File: src/rtl/pvs_pkg.sv
package pvs_pkg;

  typedef enum logic [1:0] {
    ST_IDLE   = 2'd0,
    ST_PULSE  = 2'd1,
    ST_VERIFY = 2'd2,
    ST_DONE   = 2'd3
  } seqState_t;

  typedef struct packed {
    logic loadOp;
    logic firstPulse;
    logic incPulse;
    logic loadPulseTimer;
    logic loadVerifyTimer;
    logic setFail;
    logic clearFail;
  } ctrlStrobes_t;

endpackage

File: src/rtl/pvs_dpath.sv
module pvs_dpath
  import pvs_pkg::*;
#(
  parameter int PULSE_CYCLES  = 8,
  parameter int VERIFY_CYCLES = 4,
  parameter int MAX_PULSES    = 16
) (
  input  logic         clk,
  input  logic         rstN,
  input  ctrlStrobes_t strb,
  input  logic         startOp,
  input  logic         ready,
  output logic         opIsProg,
  output logic         phaseDone,
  output logic         atLimit,
  output logic [7:0]   statusReg
);

  localparam int LONGEST = (PULSE_CYCLES > VERIFY_CYCLES) ? PULSE_CYCLES : VERIFY_CYCLES;
  localparam int TMR_W   = $clog2(LONGEST + 1);
  localparam int CNT_W   = $clog2(MAX_PULSES + 1);
  localparam logic [TMR_W-1:0] PULSE_LOAD  = TMR_W'(PULSE_CYCLES - 1);
  localparam logic [TMR_W-1:0] VERIFY_LOAD = TMR_W'(VERIFY_CYCLES - 1);
  localparam logic [CNT_W-1:0] CNT_MAX     = CNT_W'(MAX_PULSES);

  logic [TMR_W-1:0] phaseTimer;
  logic [CNT_W-1:0] pulseCnt;
  logic             failFlag;

  always_ff @(posedge clk) begin
    if (!rstN) begin
      phaseTimer <= '0;
    end else if (strb.loadPulseTimer) begin
      phaseTimer <= PULSE_LOAD;
    end else if (strb.loadVerifyTimer) begin
      phaseTimer <= VERIFY_LOAD;
    end else if (phaseTimer != '0) begin
      phaseTimer <= phaseTimer - 1'b1;
    end
  end

  always_ff @(posedge clk) begin
    if (!rstN) begin
      pulseCnt <= '0;
    end else if (strb.firstPulse) begin
      pulseCnt <= CNT_W'(1);
    end else if (strb.incPulse) begin
      pulseCnt <= pulseCnt + 1'b1;
    end
  end

  always_ff @(posedge clk) begin
    if (!rstN) begin
      opIsProg <= 1'b0;
    end else if (strb.loadOp) begin
      opIsProg <= startOp;
    end
  end

  always_ff @(posedge clk) begin
    if (!rstN) begin
      failFlag <= 1'b0;
    end else if (strb.clearFail) begin
      failFlag <= 1'b0;
    end else if (strb.setFail) begin
      failFlag <= 1'b1;
    end
  end

  assign phaseDone = (phaseTimer == '0);
  assign atLimit   = (pulseCnt == CNT_MAX);
  assign statusReg = {ready, 6'b000000, failFlag};

  // the pulse counter never passes the ceiling
  a_r7_count_bound: assert property (@(posedge clk) disable iff (!rstN)
    pulseCnt <= CNT_MAX);

  // a fail is only raised with the ceiling reached
  a_r7_fail_at_limit: assert property (@(posedge clk) disable iff (!rstN)
    strb.setFail |-> atLimit);

  // the fail bit is sticky until cleared by a new start
  a_r8_fail_sticky: assert property (@(posedge clk) disable iff (!rstN)
    (failFlag && !strb.clearFail) |=> failFlag);

  // a new start clears the fail bit
  a_r8_fail_cleared: assert property (@(posedge clk) disable iff (!rstN)
    strb.clearFail |=> !statusReg[0]);

endmodule

File: src/rtl/pvs_ctrl.sv
module pvs_ctrl
  import pvs_pkg::*;
(
  input  logic         clk,
  input  logic         rstN,
  input  logic         startReq,
  input  logic         verifyPass,
  input  logic         opIsProg,
  input  logic         phaseDone,
  input  logic         atLimit,
  output ctrlStrobes_t strb,
  output logic         ready,
  output logic         erasePulse,
  output logic         progPulse,
  output logic         verifyStrobe
);

  seqState_t state, stateNext;

  always_ff @(posedge clk) begin
    if (!rstN) begin
      state <= ST_IDLE;
    end else begin
      state <= stateNext;
    end
  end

  always_comb begin
    stateNext = state;
    strb      = '0;
    unique case (state)
      ST_IDLE, ST_DONE: begin
        if (startReq) begin
          stateNext           = ST_PULSE;
          strb.loadOp         = 1'b1;
          strb.firstPulse     = 1'b1;
          strb.clearFail      = 1'b1;
          strb.loadPulseTimer = 1'b1;
        end else begin
          stateNext = ST_IDLE;
        end
      end
      ST_PULSE: begin
        if (phaseDone) begin
          stateNext            = ST_VERIFY;
          strb.loadVerifyTimer = 1'b1;
        end
      end
      ST_VERIFY: begin
        if (phaseDone) begin
          if (verifyPass) begin
            stateNext = ST_DONE;
          end else if (atLimit) begin
            stateNext    = ST_DONE;
            strb.setFail = 1'b1;
          end else begin
            stateNext           = ST_PULSE;
            strb.incPulse       = 1'b1;
            strb.loadPulseTimer = 1'b1;
          end
        end
      end
      default: stateNext = ST_IDLE;
    endcase
  end

  assign ready        = (state == ST_IDLE) || (state == ST_DONE);
  assign erasePulse   = (state == ST_PULSE) && !opIsProg;
  assign progPulse    = (state == ST_PULSE) && opIsProg;
  assign verifyStrobe = (state == ST_VERIFY);

  // at most one phase strobe is active
  a_r3_strobe_exclusive: assert property (@(posedge clk) disable iff (!rstN)
    $onehot0({erasePulse, progPulse, verifyStrobe}));

  // verify follows a pulse phase directly
  a_r3_verify_follows: assert property (@(posedge clk) disable iff (!rstN)
    $fell(erasePulse || progPulse) |-> verifyStrobe);

  // an accepted start makes the block busy in the next cycle
  a_r2_busy_after_start: assert property (@(posedge clk) disable iff (!rstN)
    (ready && startReq) |=> !ready);

  // a start while busy leaves the operation type untouched
  a_r6_op_held: assert property (@(posedge clk) disable iff (!rstN)
    (!ready && startReq) |=> $stable(opIsProg));

endmodule

File: src/rtl/pvs_top.sv
module pvs_top
  import pvs_pkg::*;
#(
  parameter int PULSE_CYCLES  = 8,
  parameter int VERIFY_CYCLES = 4,
  parameter int MAX_PULSES    = 16
) (
  input  logic       clk,
  input  logic       rstN,
  input  logic       startReq,
  input  logic       startOp,
  input  logic       verifyPass,
  output logic       erasePulse,
  output logic       progPulse,
  output logic       verifyStrobe,
  output logic [7:0] statusReg,
  output logic       readyPin
);

  ctrlStrobes_t strb;
  logic         ready;
  logic         opIsProg;
  logic         phaseDone;
  logic         atLimit;

  pvs_ctrl i_ctrl (
    .clk          (clk),
    .rstN         (rstN),
    .startReq     (startReq),
    .verifyPass   (verifyPass),
    .opIsProg     (opIsProg),
    .phaseDone    (phaseDone),
    .atLimit      (atLimit),
    .strb         (strb),
    .ready        (ready),
    .erasePulse   (erasePulse),
    .progPulse    (progPulse),
    .verifyStrobe (verifyStrobe)
  );

  pvs_dpath #(
    .PULSE_CYCLES  (PULSE_CYCLES),
    .VERIFY_CYCLES (VERIFY_CYCLES),
    .MAX_PULSES    (MAX_PULSES)
  ) i_dpath (
    .clk       (clk),
    .rstN      (rstN),
    .strb      (strb),
    .startOp   (startOp),
    .ready     (ready),
    .opIsProg  (opIsProg),
    .phaseDone (phaseDone),
    .atLimit   (atLimit),
    .statusReg (statusReg)
  );

  assign readyPin = ready;

  // pin and status bit agree, reserved bits stay low
  a_r9_pin_matches: assert property (@(posedge clk) disable iff (!rstN)
    (statusReg[7] == readyPin) && (statusReg[6:1] == 6'b0));

endmodule

File: config.mk
export PLATFORM = sky130hd
export DESIGN_NAME = pvs_top
export DESIGN_NICKNAME = d
export VERILOG_FILES = /design/src/rtl/pvs_pkg.sv /design/src/rtl/pvs_dpath.sv /design/src/rtl/pvs_ctrl.sv /design/src/rtl/pvs_top.sv
export SDC_FILE = /design/constraint.sdc
export NUM_CORES = 1
export LEC_CHECK = 0
export BUFFER_PORTS_ARGS = -buffer_cell sky130_fd_sc_hd__buf_2
export CAP_MARGIN = 0
export CORE_UTILIZATION = 52
export DETAILED_ROUTE_END_ITERATION = 8
export PLACE_DENSITY = 0.76
export SYNTH_ARGS = -nofsm -noshare
export SYNTH_HDL_FRONTEND = slang
export SYNTH_SLANG_ARGS = --single-unit
File: constraint.sdc
create_clock -name clk -period 2.27 [get_ports clk]
set_input_delay 0.1135 -clock clk [delete_from_list [all_inputs] [get_ports clk]]
set_output_delay 0.1135 -clock clk [all_outputs]
set_load 0.01 [all_outputs]
==> run metrics, run 1 <==
status completed; residual DRC count 0; Clock Skews 0.003837 ns; Post-CTS Setup Inserts 0; power per cell area 1051 mW/mm^2; CTS tree done; Critical Path AT 2.14 ns; RSZ-0062 raised after global routing false; pre-CTS WS 0.3874 ns; post-DR wirelength/cell 13.66 um; R2R Setup Slk 0.34 ns; Tot Pwr 941.4 uW; H-tree depth 1; Max-Cap Viols 0; global route total overflow 0; R2R Path End i_dpath.pulseCnt[0]; ANT cells 0; Yosys reg bits 13; Cells after Synth 101; Placeable Area 0.001506 mm^2; post-detail-place hpwl 1.303 mm; reg-to-reg startpoint i_dpath.phaseTimer[0]; Max FO, Critical Path 9; share of the yosys chip area belonging to registers 0.3091; via count 740; Area after DPL 869.6 um^2; Port-buffer cells 10; Detailed Route WL 1.735 mm; Worst-path clk slew 0.08 ns; hold-fix buffers at CTS 0; num ports 17; clock root buffer clkbuf_4; element type at the critical path end register; Least-Margin Pin Slew 0.6684 ns; Bufs and invs on worst path 1; row count 14; mux cell area share after synthesis 0.03566; vias in the first global route 662; Compound-Gate Fraction of Synth Area 0.2140; via/cell ratio 5.827; drt pass-1 iters 4; Synth warnings 0; final net count 123; largest net degree at the start of global routing 12; hold path cells 3; CTS buffer count 3; # clock sinks 13; clk_lat worst skew 0.28 ns; critical path depth 5; final setup vio count 0; critical path's top delay family simple AND/OR/NAND/NOR gates; period utilisation layout 0.8496; Util after Layout 0.5947; Netlist cell types 36; critical path launch point type register; Synth Area in XOR/XNOR 0; largest family of logic cells by synthesized area simple AND/OR/NAND/NOR gates; Max Slew Vio Count 0; Post-Syn Area per Cell 8.337 um^2; routability congestion estimate 0.7954; DIE WIDTH 42.24 um; die area 0.001784 mm^2; antenna viol nets, final 0; Max rail drop VDD 0.0005768 V; cell area after synthesis 842.1 um^2; hold crit path type in2reg; Critical-path top delay cell or4_1; hold_sp startOp; EDFF count, synth 0; layout overhead on the synthesized area 6.389%; post-route cell area 895.9 um^2; initial antenna violation count 0; setup TNS 0 ns; Synth async-reset ratio 0; final hold vios 0; CP Cell Sequence inv_1 > ha_1 > or3b_1 > or4_1 > a31oi_1; Pleak 0.3744 nW; Primary FF master, synth dfxtp_1; Min Hold Slack 0.05564 ns; Max stage delay on crit path 0.55 ns; final worst slack 0.3413 ns; Non-Filler Instances 127; Initial DRC Count 24; Hold EP i_dpath.opIsProg; layout cells sized above 1 0.1532; first-pass GRT wire length 2.898 mm; Data required, critical path 2.48 ns; Worst R2R Path Depth 5; Tmin final 1.929 ns; Synth Area in Adders 0.08915; Global Route Usage Sum 0.2082; starting density of the core 0.5590; Slew Limit Headroom 0.5534; DP Cell Count 123; Fmax 0.5185 GHz; die height 42.24 um; CTS resizes 0; Crit Path Category reg2reg; simple-gate share of the synthesized area 0.2169; buffer depth of the longest clock path 2
## tightest hold or removal path, cell delays in order
cell and delay (ns):
buf_2 0.09, nand2_1 0.04, a21oi_1 0.05
## metal layers
metal / vias up / global-route usage / share of wire
li1: 371 / - / -
met1: 338 / 0.2823 / 0.48
met2: 28 / 0.3262 / 0.46
met3: 3 / 0.02586 / 0.049
met4: 0 / 0.1000 / 0.016
met5: - / 0 / 0
## cell type report
class / instances / area (um^2)
sequential: 13 / 260.3
inverter: 11 / 41.29
clock buffer: 4 / 26.28
multi-input combinational: 72 / 490.5
fill: 141 / 610.6
timing repair buffer: 11 / 57.56
tap: 16 / 20.02
## cell usage after synthesis, drive strengths merged (2+ instances only)
cell type	n	share of area
buf	9	0.077
o21ai	4	0.024
nand2	10	0.045
o221a	2	0.027
nand2b	3	0.022
a21oi	7	0.042
nor2	3	0.013
dfxtp	13	0.31
inv	11	0.049
or4	3	0.027
o31ai	3	0.027
mux2i	3	0.036
and2	2	0.015
nor2b	2	0.015
ha	6	0.089
## cells in the final DEF (no fill, tap or decap), drive strengths merged, types with 4 or more instances in the layout
master / count
a21oi: 7
buf: 11
clkbuf: 4
conb: 6
dfxtp: 13
ha: 6
inv: 11
nand2: 10
o21ai: 4
## where the power goes
| part | switching (mW) | leakage, nW | internal (mW) | total, mW |
|---|---|---|---|---|
| clock network | 0.0794 | 0.0150 | 0.0683 | 0.148 |
| registers | 0.0489 | 0.106 | 0.276 | 0.325 |
| logic | 0.279 | 0.253 | 0.190 | 0.469 |
## cells by family (layout without fill, tap and decap cells)
group	Yosys count	count (layout)
other cells	1	6
flops	13	13
compound gates	25	25
mux	3	3
buf+inv	21	26
simple gates	32	32
fa+ha+maj	6	6
## worst max-delay path by stage
| stage | from | to | slack, ns |
|---|---|---|---|
| after floorplan | i_dpath.phaseTimer[0] | i_dpath.phaseTimer[2] | 0.51 |
| after global placement | i_dpath.phaseTimer[0] | i_dpath.phaseTimer[2] | 0.45 |
| after detailed placement | i_dpath.phaseTimer[0] | i_dpath.pulseCnt[0] | 0.39 |
| after CTS | i_dpath.phaseTimer[0] | i_dpath.pulseCnt[0] | 0.36 |
| after global routing | i_dpath.phaseTimer[0] | i_dpath.phaseTimer[0] | 0.17 |
| final | i_dpath.phaseTimer[0] | i_dpath.pulseCnt[0] | 0.34 |
## state kept, by name, summed over array words and instances (netlist names)
| signal | cells |
|---|---|
| i_dpath.opIsProg | 1 |
| i_dpath.failFlag | 1 |
| i_ctrl.state | 2 |
| i_dpath.phaseTimer | 4 |
| i_dpath.pulseCnt | 5 |
No activity file was read; power rests on OpenSTA's default activity.
==> run 2: changes to the inputs <==
CORE_UTILIZATION = 47   (was 52)
PLACE_DENSITY = 0.73   (was 0.76)
clock period = 1.6 ns   (was 2.27 ns; I/O delays follow)
==> run 2 against run 1 <==
The run now ends with setup timing left. Flip-flop and latch count is the same. Wire length up 7.8%. Design area is 19% higher. Largest power group unchanged. Non-clock buffer count up 14. Register-to-register slack got worse by 0.41 ns. Largest cell class unchanged. Critical path depth is the same. Die area increased by 10%.
==> run metrics, run 2 (same netlist as run 1, synthesis figures left out) <==
status finished, violations left; post-detail-place hpwl 1.373 mm; Pleak 0.4506 nW; failing checks setup timing; Worst-path clk slew 0.08 ns; global route total overflow 0; CTS buffer count 3; row count 14; Biggest register i_dpath.pulseCnt; largest net degree at the start of global routing 12; critical path launch point type register; Max rail drop VDD 0.0009502 V; RSZ-0062 raised after global routing true; period utilisation layout 1.043; power per cell area 1520 mW/mm^2; H-tree depth 1; Critical Path AT 1.88 ns; R2R Setup Slk -0.07 ns; Tmin final 1.668 ns; via/cell ratio 5.396; CTS tree done; final net count 137; final worst slack -0.06837 ns; # clock sinks 13; Critical path origin i_dpath.phaseTimer[1]; Worst R2R Path Depth 5; die height 44.33 um; routability congestion estimate 0.8370; Max FO, Critical Path 5; element type at the critical path end register; via count 804; pre-CTS WS -0.09174 ns; Port-buffer cells 10; num ports 17; most frequent cells in the layout 14 x buf_4, 11 x dfxtp_1, 10 x nand2_1, 10 x buf_2, 9 x inv_1; CP Cell Sequence inv_2 > ha_4 > or3b_4 > or4_4 > a31oi_1; Critical-path top delay cell or4_4; Data required, critical path 1.81 ns; Fmax 0.5994 GHz; residual DRC count 0; layout overhead on the synthesized area 26.15%; ANT cells 0; initial antenna violation count 0; clock root buffer clkbuf_4; Initial DRC Count 31; final setup vio count 3; die area 0.001965 mm^2; Global Route Usage Sum 0.2005; layout cells sized above 1 0.3280; vias in the first global route 659; first-pass GRT wire length 2.773 mm; antenna viol nets, final 0; starting density of the core 0.5283; setup TNS -0.1421 ns; Crit Path Category reg2reg; hold crit path type in2reg; Max-Cap Viols 0; Max stage delay on crit path 0.53 ns; crit path capture i_dpath.pulseCnt[0]; Clock Skews 0.006022 ns; post-DR wirelength/cell 12.56 um; buffer depth of the longest clock path 2; Detailed Route WL 1.871 mm; Placeable Area 0.001594 mm^2; clk_lat worst skew 0.28 ns; drt pass-1 iters 4; commonest non-fill, non-tap cell in the layout buf_4; DIE WIDTH 44.33 um; number of flip-flops in the largest register 5; R2R Path End i_dpath.pulseCnt[0]; Max Slew Vio Count 0; final hold vios 0; reg-to-reg startpoint i_dpath.phaseTimer[1]; biggest registers after layout i_dpath.pulseCnt (5), i_dpath.phaseTimer (4), i_ctrl.state (2)
[run 2: changes by cell type in the layout (fill, tap and decap cells not counted), moves of 2 or more]
cell     change
dfxtp_1      -2
dfxtp_2      +2
inv_1        -2
inv_2        +2
buf_4       +13
[run 2: timing repair]
item,in CTS,in global routing
pin swaps,3,2
setup buffers,1,0
resized for setup,2,3
hold buffers,0,0
setup endpoints to repair,5,9
[run 2: per-stage QoR]
stage            util  total power, mW  cells  hold WS [ns]  area (um^2)
4_1_cts        0.6546            1.589    149       0.03857         1044
3_5_place_dp   0.6295            1.330    144        0.3332         1003
2_1_floorplan       -            1.045    106        0.2157        893.4
6_report       0.6664            1.614    149       0.03823         1062
3_3_place_gp   0.6295            1.305    144        0.3267         1003
5_1_grt        0.6664            1.718    149       0.06710         1062
[run 2: report_power, final]
| part | total, mW | switching [mW] | internal [mW] |
|---|---|---|---|
| registers | 0.442 | 0.0455 | 0.396 |
| logic | 0.959 | 0.478 | 0.481 |
| clock network | 0.214 | 0.117 | 0.0967 |
| total | 1.61 | 0.640 | 0.974 |
[run 2: area by class of cell]
type / count / area, um^2
Multi-Input combinational cell: 72 / 535.5
Clock buffer: 4 / 26.28
Timing Repair Buffer: 25 / 166.4
Sequential cell: 13 / 262.8
Fill cell: 129 / 531.8
Tap cell: 24 / 30.03
Inverter: 11 / 41.29
[run 2: worst min-delay path by stage]
stage | startpoint | end | slack, ns | cells after the start
after floorplan | rstN | i_dpath.phaseTimer[3] | 0.22 | 2
after global placement | startOp | i_dpath.opIsProg | 0.33 | 3
after detailed placement | startOp | i_dpath.opIsProg | 0.33 | 3
after CTS | startOp | i_dpath.opIsProg | 0.04 | 3
after global routing | startOp | i_dpath.opIsProg | 0.07 | 3
final | startOp | i_dpath.opIsProg | 0.04 | 3
[run 2: per-layer routing]
metal,share of wire,wire length [um],global-route usage,vias to the layer above
met1,0.44,830,0.2443,377
met4,0.014,27,0.1091,0
met5,0,0,0,-
met2,0.48,907,0.3206,27
met3,0.056,105,0.05306,4
li1,-,-,-,396
[run 2: critical path: cells and delay by family (launching register included)]
family	cells	cell delay (ns)
flip-flops	1	0.33
adder cells (fa/ha/maj)	1	0.13
buffers and inverters	1	0.07
AND/OR/NAND/NOR	2	0.94
AO/OA/AOI/OAI	1	0.13
==> run 3: changes to the inputs <==
SETUP_SLACK_MARGIN = 0.02   (was not set)
clock period = 1.4 ns   (was 1.6 ns; I/O delays follow)
==> run 3 against run 2 <==
The flow still finishes with violations (setup timing). Critical path depth is the same. Cell count grew 11%. Total power grew 53%. Wire length grew 46%. Register-to-register slack lost 0.26 ns. Non-clock buffer count grew 17. Clock skew is essentially flat. Clock power grew 15%. Utilization grew 19 points. Count of clock-buffer cells in the layout is the same. Global-route usage grew 7.5 points. Critical endpoint unchanged.
==> run metrics, run 3 (same netlist as run 1, synthesis figures left out) <==
number of flip-flops in the largest register 5; Detailed Route WL 2.738 mm; first-pass GRT wire length 3.843 mm; layout cells sized above 1 0.5986; Max-Cap Viols 0; Placeable Area 0.001594 mm^2; RSZ-0062 raised after global routing true; post-detail-place hpwl 1.573 mm; CTS buffer count 3; reg-to-reg startpoint i_dpath.phaseTimer[0]; CP Cell Sequence inv_2 > ha_4 > or3b_4 > or4_4 > a31oi_1; Port-buffer cells 10; commonest non-fill, non-tap cell in the layout buf_4; power per cell area 1809 mW/mm^2; post-DR wirelength/cell 16.49 um; via count 923; die height 44.33 um; GR peak layer met2; final hold vios 0; Max stage delay on crit path 0.53 ns; period utilisation layout 1.237; hold-fix buffers at CTS 0; Worst-path clk slew 0.08 ns; most frequent cells in the layout 27 x buf_4, 9 x nand2_1, 9 x buf_2; R2R Setup Slk -0.33 ns; # clock sinks 13; critical path's top delay family simple AND/OR/NAND/NOR gates; hold crit path type in2reg; Global Route Usage Sum 0.2751; register area 267.8 um^2; die area 0.001965 mm^2; layout overhead on the synthesized area 62.26%; clock root buffer clkbuf_4; Max rail drop VDD 0.001309 V; failing checks setup timing; status finished, violations left; Clock Skews 0.006356 ns; final worst slack -0.3313 ns; final net count 154; biggest registers after layout i_dpath.pulseCnt (5), i_dpath.phaseTimer (4), i_ctrl.state (2); initial antenna violation count 0; Critical Path AT 1.93 ns; Tmin final 1.731 ns; antenna viol nets, final 0; met2 GRT Util 0.5029; met1 Usage GRT 0.2975; buffer depth of the longest clock path 2; DP Cell Count 153; starting density of the core 0.5283; Max Slew Vio Count 0; Biggest register i_dpath.pulseCnt; critical path depth 5; DIE WIDTH 44.33 um; ANT cells 0; final setup vio count 9; element type at the critical path end register; R2R Path End i_dpath.pulseCnt[0]; post-route cell area 0.001366 mm^2; Util after Layout 0.8571; Initial DRC Count 36; M3 GR Usage 0.07755; via/cell ratio 5.560; Worst R2R Path Depth 5; Critical path origin i_dpath.phaseTimer[0]; CTS tree done; fillers 76; vias in the first global route 883; routability congestion estimate 0.8209; Min Hold Slack 0.02661 ns; H-tree depth 1; Critical-path top delay cell or4_4; Crit Path Category reg2reg; critical path launch point type register; crit path capture i_dpath.pulseCnt[0]; global route total overflow 0; multi-input logic area 685.7 um^2; num ports 17; Bufs and invs on worst path 1; Pleak 0.5615 nW; Area after DPL 0.001100 mm^2; residual DRC count 0; clk_lat worst skew 0.28 ns; largest net degree at the start of global routing 8; setup TNS -1.630 ns; drt pass-1 iters 4; Fmax 0.5776 GHz; row count 14; Max FO, Critical Path 5; Data required, critical path 1.60 ns; Non-Filler Instances 166
==> run 3: worst register-to-register path: stages (launching register included) <==
cell     delay, ns
dfxtp_2       0.33
inv_2         0.07
ha_4          0.13
or3b_4        0.41
or4_4         0.53
a31oi_1       0.19
==> run 3: worst min path at each step <==
stage / from / endpoint / slack (ns) / depth (start not counted)
floorplan: rstN / i_dpath.phaseTimer[3] / 0.21 / 2
global placement: startOp / i_dpath.opIsProg / 0.31 / 3
global route: startOp / i_dpath.opIsProg / 0.03 / 3
detailed placement: startOp / i_dpath.opIsProg / 0.33 / 3
finish: startOp / i_dpath.opIsProg / 0.03 / 3
CTS: startOp / i_dpath.opIsProg / 0.02 / 3
==> run 3: layout make-up <==
type                            instances  area share
Clock buffer                            4     0.01923
Inverter                               11     0.03022
Multi-Input combinational cell         72      0.5018
Sequential cell                        13      0.1960
Tap cell                               24     0.02198
Timing Repair Buffer                   42      0.2308
==> run 3: report_power, final <==
group	switching, mW	total, mW	internal [mW]
clock	0.135	0.246	0.111
combinational	0.791	1.70	0.913
sequential	0.0631	0.521	0.458
==> run 3: per-layer routing <==
layer | wire [um] | vias to the layer above
met5 | 0 | -
met4 | 123 | 0
met3 | 143 | 16
met2 | 1336 | 48
met1 | 1135 | 425
li1 | - | 434
==> run 3: stage by stage <==
stage	setup slack, ns	power (mW)
6_report	-0.3313	2.471
5_1_grt	-0.3649	2.599
4_1_cts	-0.2789	2.213
3_5_place_dp	-0.3247	1.673
3_3_place_gp	-0.2547	1.631
2_1_floorplan	-0.2847	1.239
==> run 3: timing repair <==
action | in CTS | in global routing
resized for setup | 17 | 23
endpoints found under the setup margin | 12 | 13
endpoints found under the hold margin | 0 | 0
setup buffers | 7 | 3
pin swaps | 7 | 14
